===== src/rtl/gbx_pkg.sv =====
package gbx_pkg;

  // framing selection
  typedef enum logic {
    ENC_66 = 1'b0,
    ENC_67 = 1'b1
  } gbx_enc_e;

  // static configuration, sampled only as a whole
  typedef struct packed {
    gbx_enc_e enc;
    logic     wide;
  } gbx_cfg_t;

endpackage


===== src/rtl/gbx_seq_counter.sv =====
module gbx_seq_counter
  import gbx_pkg::*;
#(
  parameter int SEQ_W  = 7,
  parameter int LAST66 = 32,
  parameter int LAST67 = 66
) (
  input  logic             clk,
  input  logic             rst,
  input  gbx_cfg_t         cfg,
  output logic [SEQ_W-1:0] cnt
);

  localparam logic [SEQ_W-1:0] L66 = SEQ_W'(LAST66);
  localparam logic [SEQ_W-1:0] L67 = SEQ_W'(LAST67);

  logic             phase;
  logic             step;
  logic [SEQ_W-1:0] last;

  assign last = (cfg.enc == ENC_67) ? L67 : L66;
  // 4-byte steps every cycle; 2-byte steps on the second cycle of a pair
  assign step = cfg.wide | phase;

  always_ff @(posedge clk) begin
    if (rst) begin
      cnt   <= '0;
      phase <= 1'b0;
    end else begin
      phase <= cfg.wide ? 1'b0 : ~phase;
      if (step) begin
        cnt <= (cnt == last) ? '0 : cnt + 1'b1;
      end
    end
  end

endmodule


===== src/rtl/gbx_pause_decode.sv =====
module gbx_pause_decode
  import gbx_pkg::*;
#(
  parameter int                       SEQ_W   = 7,
  parameter int                       N66     = 1,
  parameter logic [N66*SEQ_W-1:0]     P66     = 7'd31,
  parameter int                       N67     = 3,
  parameter logic [N67*SEQ_W-1:0]     P67     = {7'd65, 7'd44, 7'd21}
) (
  input  logic [SEQ_W-1:0] cnt,
  input  gbx_enc_e         enc,
  output logic             hold
);

  logic [N66-1:0] hit66;
  logic [N67-1:0] hit67;

  for (genvar i = 0; i < N66; i++) begin : g_p66
    assign hit66[i] = (cnt == P66[i*SEQ_W +: SEQ_W]);
  end

  for (genvar j = 0; j < N67; j++) begin : g_p67
    assign hit67[j] = (cnt == P67[j*SEQ_W +: SEQ_W]);
  end

  assign hold = (enc == ENC_67) ? (|hit67) : (|hit66);

endmodule


===== src/rtl/gbx_out_stage.sv =====
module gbx_out_stage
  import gbx_pkg::*;
#(
  parameter int SEQ_W  = 7,
  parameter int DATA_W = 32,
  parameter int HDR_W  = 3
) (
  input  logic              clk,
  input  logic              rst,
  input  gbx_cfg_t          cfg,
  input  logic [SEQ_W-1:0]  cnt,
  input  logic              take,
  input  logic [DATA_W-1:0] src_data,
  input  logic [HDR_W-1:0]  src_hdr,
  output logic [SEQ_W-1:0]  out_seq,
  output logic [DATA_W-1:0] out_data,
  output logic [HDR_W-1:0]  out_hdr
);

  logic [SEQ_W-1:0] seq_m;
  logic [HDR_W-1:0] hdr_m;

  // 66-bit framing drives the top count bit and top header bit low
  always_comb begin
    seq_m = cnt;
    hdr_m = src_hdr;
    if (cfg.enc == ENC_66) begin
      seq_m[SEQ_W-1] = 1'b0;
      hdr_m[HDR_W-1] = 1'b0;
    end
  end

  always_ff @(posedge clk) begin
    if (rst) begin
      out_seq  <= '0;
      out_data <= '0;
      out_hdr  <= '0;
    end else begin
      out_seq <= seq_m;
      out_hdr <= hdr_m;
      if (take) begin
        out_data <= src_data;
      end
    end
  end

endmodule


===== src/rtl/gbx_pacer.sv =====
module gbx_pacer
  import gbx_pkg::*;
#(
  parameter int                   SEQ_W  = 7,
  parameter int                   DATA_W = 32,
  parameter int                   HDR_W  = 3,
  parameter int                   LAST66 = 32,
  parameter int                   LAST67 = 66,
  parameter int                   N66    = 1,
  parameter logic [N66*SEQ_W-1:0] P66    = 7'd31,
  parameter int                   N67    = 3,
  parameter logic [N67*SEQ_W-1:0] P67    = {7'd65, 7'd44, 7'd21}
) (
  input  logic              clk,
  input  logic              rst,
  input  logic              cfg_enc67,
  input  logic              cfg_wide,
  input  logic [DATA_W-1:0] src_data,
  input  logic [HDR_W-1:0]  src_hdr,
  output logic              src_ready,
  output logic [SEQ_W-1:0]  out_seq,
  output logic [DATA_W-1:0] out_data,
  output logic [HDR_W-1:0]  out_hdr
);

  gbx_cfg_t         cfg;
  logic [SEQ_W-1:0] cnt;
  logic             hold;

  assign cfg.enc  = cfg_enc67 ? ENC_67 : ENC_66;
  assign cfg.wide = cfg_wide;

  gbx_seq_counter #(
    .SEQ_W (SEQ_W),
    .LAST66(LAST66),
    .LAST67(LAST67)
  ) u_cnt (
    .clk(clk),
    .rst(rst),
    .cfg(cfg),
    .cnt(cnt)
  );

  gbx_pause_decode #(
    .SEQ_W(SEQ_W),
    .N66  (N66),
    .P66  (P66),
    .N67  (N67),
    .P67  (P67)
  ) u_pause (
    .cnt (cnt),
    .enc (cfg.enc),
    .hold(hold)
  );

  assign src_ready = ~hold;

  gbx_out_stage #(
    .SEQ_W (SEQ_W),
    .DATA_W(DATA_W),
    .HDR_W (HDR_W)
  ) u_out (
    .clk     (clk),
    .rst     (rst),
    .cfg     (cfg),
    .cnt     (cnt),
    .take    (src_ready),
    .src_data(src_data),
    .src_hdr (src_hdr),
    .out_seq (out_seq),
    .out_data(out_data),
    .out_hdr (out_hdr)
  );

endmodule


===== config.mk =====
export PLATFORM = sky130hd
export DESIGN_NAME = gbx_pacer
export DESIGN_NICKNAME = d
export VERILOG_FILES = /design/src/rtl/gbx_pkg.sv /design/src/rtl/gbx_seq_counter.sv /design/src/rtl/gbx_pause_decode.sv /design/src/rtl/gbx_out_stage.sv /design/src/rtl/gbx_pacer.sv
export SDC_FILE = /design/constraint.sdc
export NUM_CORES = 1
export LEC_CHECK = 0
export ABC_AREA = 1
export ABC_CLOCK_PERIOD_IN_PS = 2000
export BUFFER_PORTS_ARGS = -buffer_cell sky130_fd_sc_hd__buf_2
export CAP_MARGIN = 0
export CORE_UTILIZATION = 29
export DETAILED_ROUTE_END_ITERATION = 7
export GPL_ROUTABILITY_DRIVEN = 0
export PLACE_DENSITY = 0.53
export REMOVE_ABC_BUFFERS = 1
export SLEW_MARGIN = 0
export SYNTH_ARGS = -nofsm -noshare
export SYNTH_HDL_FRONTEND = slang
export SYNTH_SLANG_ARGS = --single-unit

===== constraint.sdc =====
create_clock -name clk -period 2 [get_ports clk]
set_input_delay 0.1 -clock clk [delete_from_list [all_inputs] [get_ports clk]]
set_output_delay 0.1 -clock clk [all_outputs]
set_load 0.02 [all_outputs]

==> summary.md <==
| Metric | Value |
|---|---|
| Number of buffers inserted to repair setup after CTS | 0 |
| Post-synth top cells | sky130_fd_sc_hd__nor2_1 (53), sky130_fd_sc_hd__dfxtp_1 (50), sky130_fd_sc_hd__nand2_1 (49) |
| Avg Inst Size Synth | ~7.5 um^2 |
| Sequential cell area fraction in the yosys report | between 40% and 50% |
| Synth top area cells | sky130_fd_sc_hd__dfxtp_1 (43%), sky130_fd_sc_hd__nand3_2 (9.1%), sky130_fd_sc_hd__nor2_1 (8.6%) |
| Endpoints failing hold | 0 |
| Required time at the worst-slack endpoint | ~1.9 ns |
| Vias in the first global route | between 2000 and 2500 |
| Clk slew on worst S/H paths | 0.09 ns |
| CTS tree | built |
| Count of routing violations after the opening detailed-route iteration | 44 |
| Total length of routed wires | between 5000 and 6000 um |
| Count of yosys warnings during synthesis | 0 |
| Area of the core | 7730 um^2 |
| Detailed Place HPWL | between 3000 and 4000 um |
| Post-synth ARST share | 0% |
| Number of antenna violations at the first check in global routing | 0 |
| FILL cells | roughly 820 |
| Cell with the most instances after synthesis | sky130_fd_sc_hd__nor2_1 |
| Total placed instance area | between 2000 and 3000 um^2 |
| Lkg Pwr | roughly 1.5 nW |
| Number of standard-cell rows in the floorplan | 32 |
| First-pass iteration count of the detailed router | 4 |
| Fraction of synthesized cell area taken by the top area cell type | 43.3% |
| Number of storage elements in the synthesis netlist | 50 |
| Vertical die dimension | 91.2 um |
| Die extent in x | between 90 and 100 um |
| Layout Skew | ~0.014 ns |
| WS Path Type | flip-flop to primary output |
| Post-Syn Area | 2310 um^2 |
| Post-placement worst setup slack | between 0.3 and 0.4 ns |
| Count of input and output buffers | 81 |
| First-pass GRT wire length | ~8900 um |
| FF/Latch Area | 1000 um^2 |
| Dominant register cell in the synthesized netlist | sky130_fd_sc_hd__dfxtp_1 |
| Highest clock rate | approximately 540 MHz |
| Relative area change from synthesis to final layout | 26.5% |
| Total count of max-transition violations in the final report | 0 |
| Final instance area | 2920 um^2 |
| Endpoints failing setup | 0 |
| Final worst slack | approximately 0.16 ns |
| Status | finished clean |
| Number of cells in the finished layout apart from fillers | just under 500 |
| Total DRC errors in the routed layout | 0 |
| Synthesized instance count | 310 |
| Max transition margin | 66.7% |
| Clock insertion delay at the later pin of the skew report | ~0.30 ns |
| Peak supply drop | ~0.32 mV |
| Setup total negative slack | 0 ns |
| Buffers from clock root to sink, at most | 2 |
| Cell type with the highest aggregate area in the netlist | sky130_fd_sc_hd__dfxtp_1 |
| Number of vias per cell | between 4 and 5 |
| Cell chosen for the clock root | sky130_fd_sc_hd__clkbuf_8 |
| Worst slew pin tran | slightly below 0.5 ns |
| R2R depth | 10 |
| Largest net degree at the start of global routing | between 60 and 70 |
| Global-route congestion overflow total | 0 |
| Number of clock sinks | 50 |
| Total CTS buffers | 5 |
| Shortest clock period the worst path allows after layout | between 1.5 and 2 ns |
| # H-tree levels | 2 |
| Nature of the critical path startpoint | flip-flop |
| Area of the multi-input gates | 1000 um^2 |
| Initial Utilization | 29.9% |
| Number of cells traversed by the worst hold path | 3 |
| N_diodes | 0 |
| Ratio of total power to cell area | between 700 and 800 nW/um^2 |
| Post-route antenna net violation count | 0 |
| Gr usage total | a little over an eighth |
| Sort of element at the end of the critical path | primary output |
| Max cap viols | 0 |
| Final net count | 428 |
| Placed instance count | 479 |
| Routed via count | 2079 |
| Class of the most critical hold timing path | primary input to flip-flop |
| Boundary Pins | 82 |
| Count of distinct cell types in the synthesized netlist | 22 |
| Share of layout cells above drive strength 1 | 31.3% |
| Worst-path maximum fanout | 15 |
| Final worst path period share | between 90% and 100% |
| Average detailed-routed wire length per instance | roughly 11 um |
| Count of flip-flops with a built-in enable after synthesis | 0 |
| Critical Path AT | 1.74 ns |
| Total die area | about 8300 um^2 |
==> flip-flops by register name, indices dropped and copies added (netlist names) <==
| register | count |
|---|---|
| u_cnt.cnt | 7 |
| u_cnt.phase | 1 |
| u_out.out_seq | 7 |
| u_out.out_data | 32 |
| u_out.out_hdr | 3 |
==> kinds of logic (layout without fill, tap and decap cells) <==
group	Yosys count	in the layout	synth area share, %
xor gates and xnor gates	2	2	0.759
DFF	50	50	43.3
adders and majority gates	3	3	1.63
AOI/OAI and AO/OA	37	37	8.18
buffers and inverters	67	143	14.0
and+or+nand+nor	151	151	32.1
==> timing repair <==
action | CTS | global route
cloned | 0 | 0
resized for setup | 1 | 5
endpoints found under the setup margin | 1 | 1
hold buffers | 2 | 0
hold endpoints to repair | 2 | 0
==> worst max-delay path: stages, from the launching register on <==
cell                      delay, ns
sky130_fd_sc_hd__dfxtp_2       0.35
sky130_fd_sc_hd__inv_1         0.11
sky130_fd_sc_hd__ha_1          0.18
sky130_fd_sc_hd__nand3_1       0.09
sky130_fd_sc_hd__nor2_1        0.14
sky130_fd_sc_hd__nor2_2        0.06
sky130_fd_sc_hd__nand2_4       0.14
sky130_fd_sc_hd__buf_12        0.15
sky130_fd_sc_hd__nand2_1       0.05
sky130_fd_sc_hd__buf_2         0.16
==> worst paths after layout <==
check,slack [ns],startpoint,to
worst max-delay path,0.16,u_cnt.cnt[1],src_ready
worst min-delay path,0.01,src_data[23],u_out.out_data[23]
worst max register to register,0.35,u_cnt.cnt[1],u_out.out_data[21]
worst min register to register,0.54,u_cnt.cnt[3],u_out.out_seq[3]
==> power breakdown <==
part           switching [W]  leakage, nW  internal [W]
logic               0.000242        0.981      0.000147
clock network       0.000326       0.0573      0.000401
registers          0.0000295        0.414       0.00106
==> layer usage <==
metal	part of all wire (%)	track usage, %
met4	1.1	4.37
met2	43	21.1
met1	50	17.0
met5	0	0
met3	5.4	3.27
==> cell type report <==
type	count	share of cell area, %
sequential	50	34.3
tap	102	4.37
timing repair buffer	87	16.9
inverter	49	6.30
clock buffer	6	2.83
clock inverter	1	1.03
multi-input combinational	193	34.3
==> layout by cell type, fill, tap and decap left out <==
| cell type | count |
|---|---|
| sky130_fd_sc_hd__buf_2 | 81 |
| sky130_fd_sc_hd__o21ai_4 | 1 |
| sky130_fd_sc_hd__nand3_1 | 20 |
| sky130_fd_sc_hd__ha_1 | 3 |
| sky130_fd_sc_hd__nand4_1 | 1 |
| sky130_fd_sc_hd__and3_1 | 1 |
| sky130_fd_sc_hd__clkbuf_8 | 6 |
| sky130_fd_sc_hd__nand2_1 | 48 |
| sky130_fd_sc_hd__nand2_4 | 1 |
| sky130_fd_sc_hd__dfxtp_2 | 2 |
| sky130_fd_sc_hd__a21oi_1 | 33 |
| sky130_fd_sc_hd__nand3_2 | 21 |
| sky130_fd_sc_hd__dfxtp_1 | 48 |
| sky130_fd_sc_hd__nor3b_1 | 1 |
| sky130_fd_sc_hd__buf_4 | 1 |
| sky130_fd_sc_hd__inv_1 | 46 |
| sky130_fd_sc_hd__o21ai_0 | 3 |
| sky130_fd_sc_hd__dlygate4sd3_1 | 2 |
| sky130_fd_sc_hd__bufinv_16 | 1 |
| sky130_fd_sc_hd__nor2_2 | 1 |
| sky130_fd_sc_hd__inv_2 | 3 |
| sky130_fd_sc_hd__buf_12 | 3 |
| sky130_fd_sc_hd__nor3_1 | 3 |
| sky130_fd_sc_hd__nor2_1 | 53 |
| sky130_fd_sc_hd__nand3b_1 | 1 |
| sky130_fd_sc_hd__xor2_1 | 2 |
==> stage by stage <==
stage                     util, %  hold WS [ns]  total power, W
after floorplan                 -         0.171         0.00135
after global placement       35.8         0.306         0.00149
after detailed placement     35.8         0.325         0.00149
after CTS                    37.6       0.00170         0.00223
after global routing         37.8       0.00769         0.00233
final                        37.8        0.0116         0.00220
No activity file was read; power rests on OpenSTA's default activity.
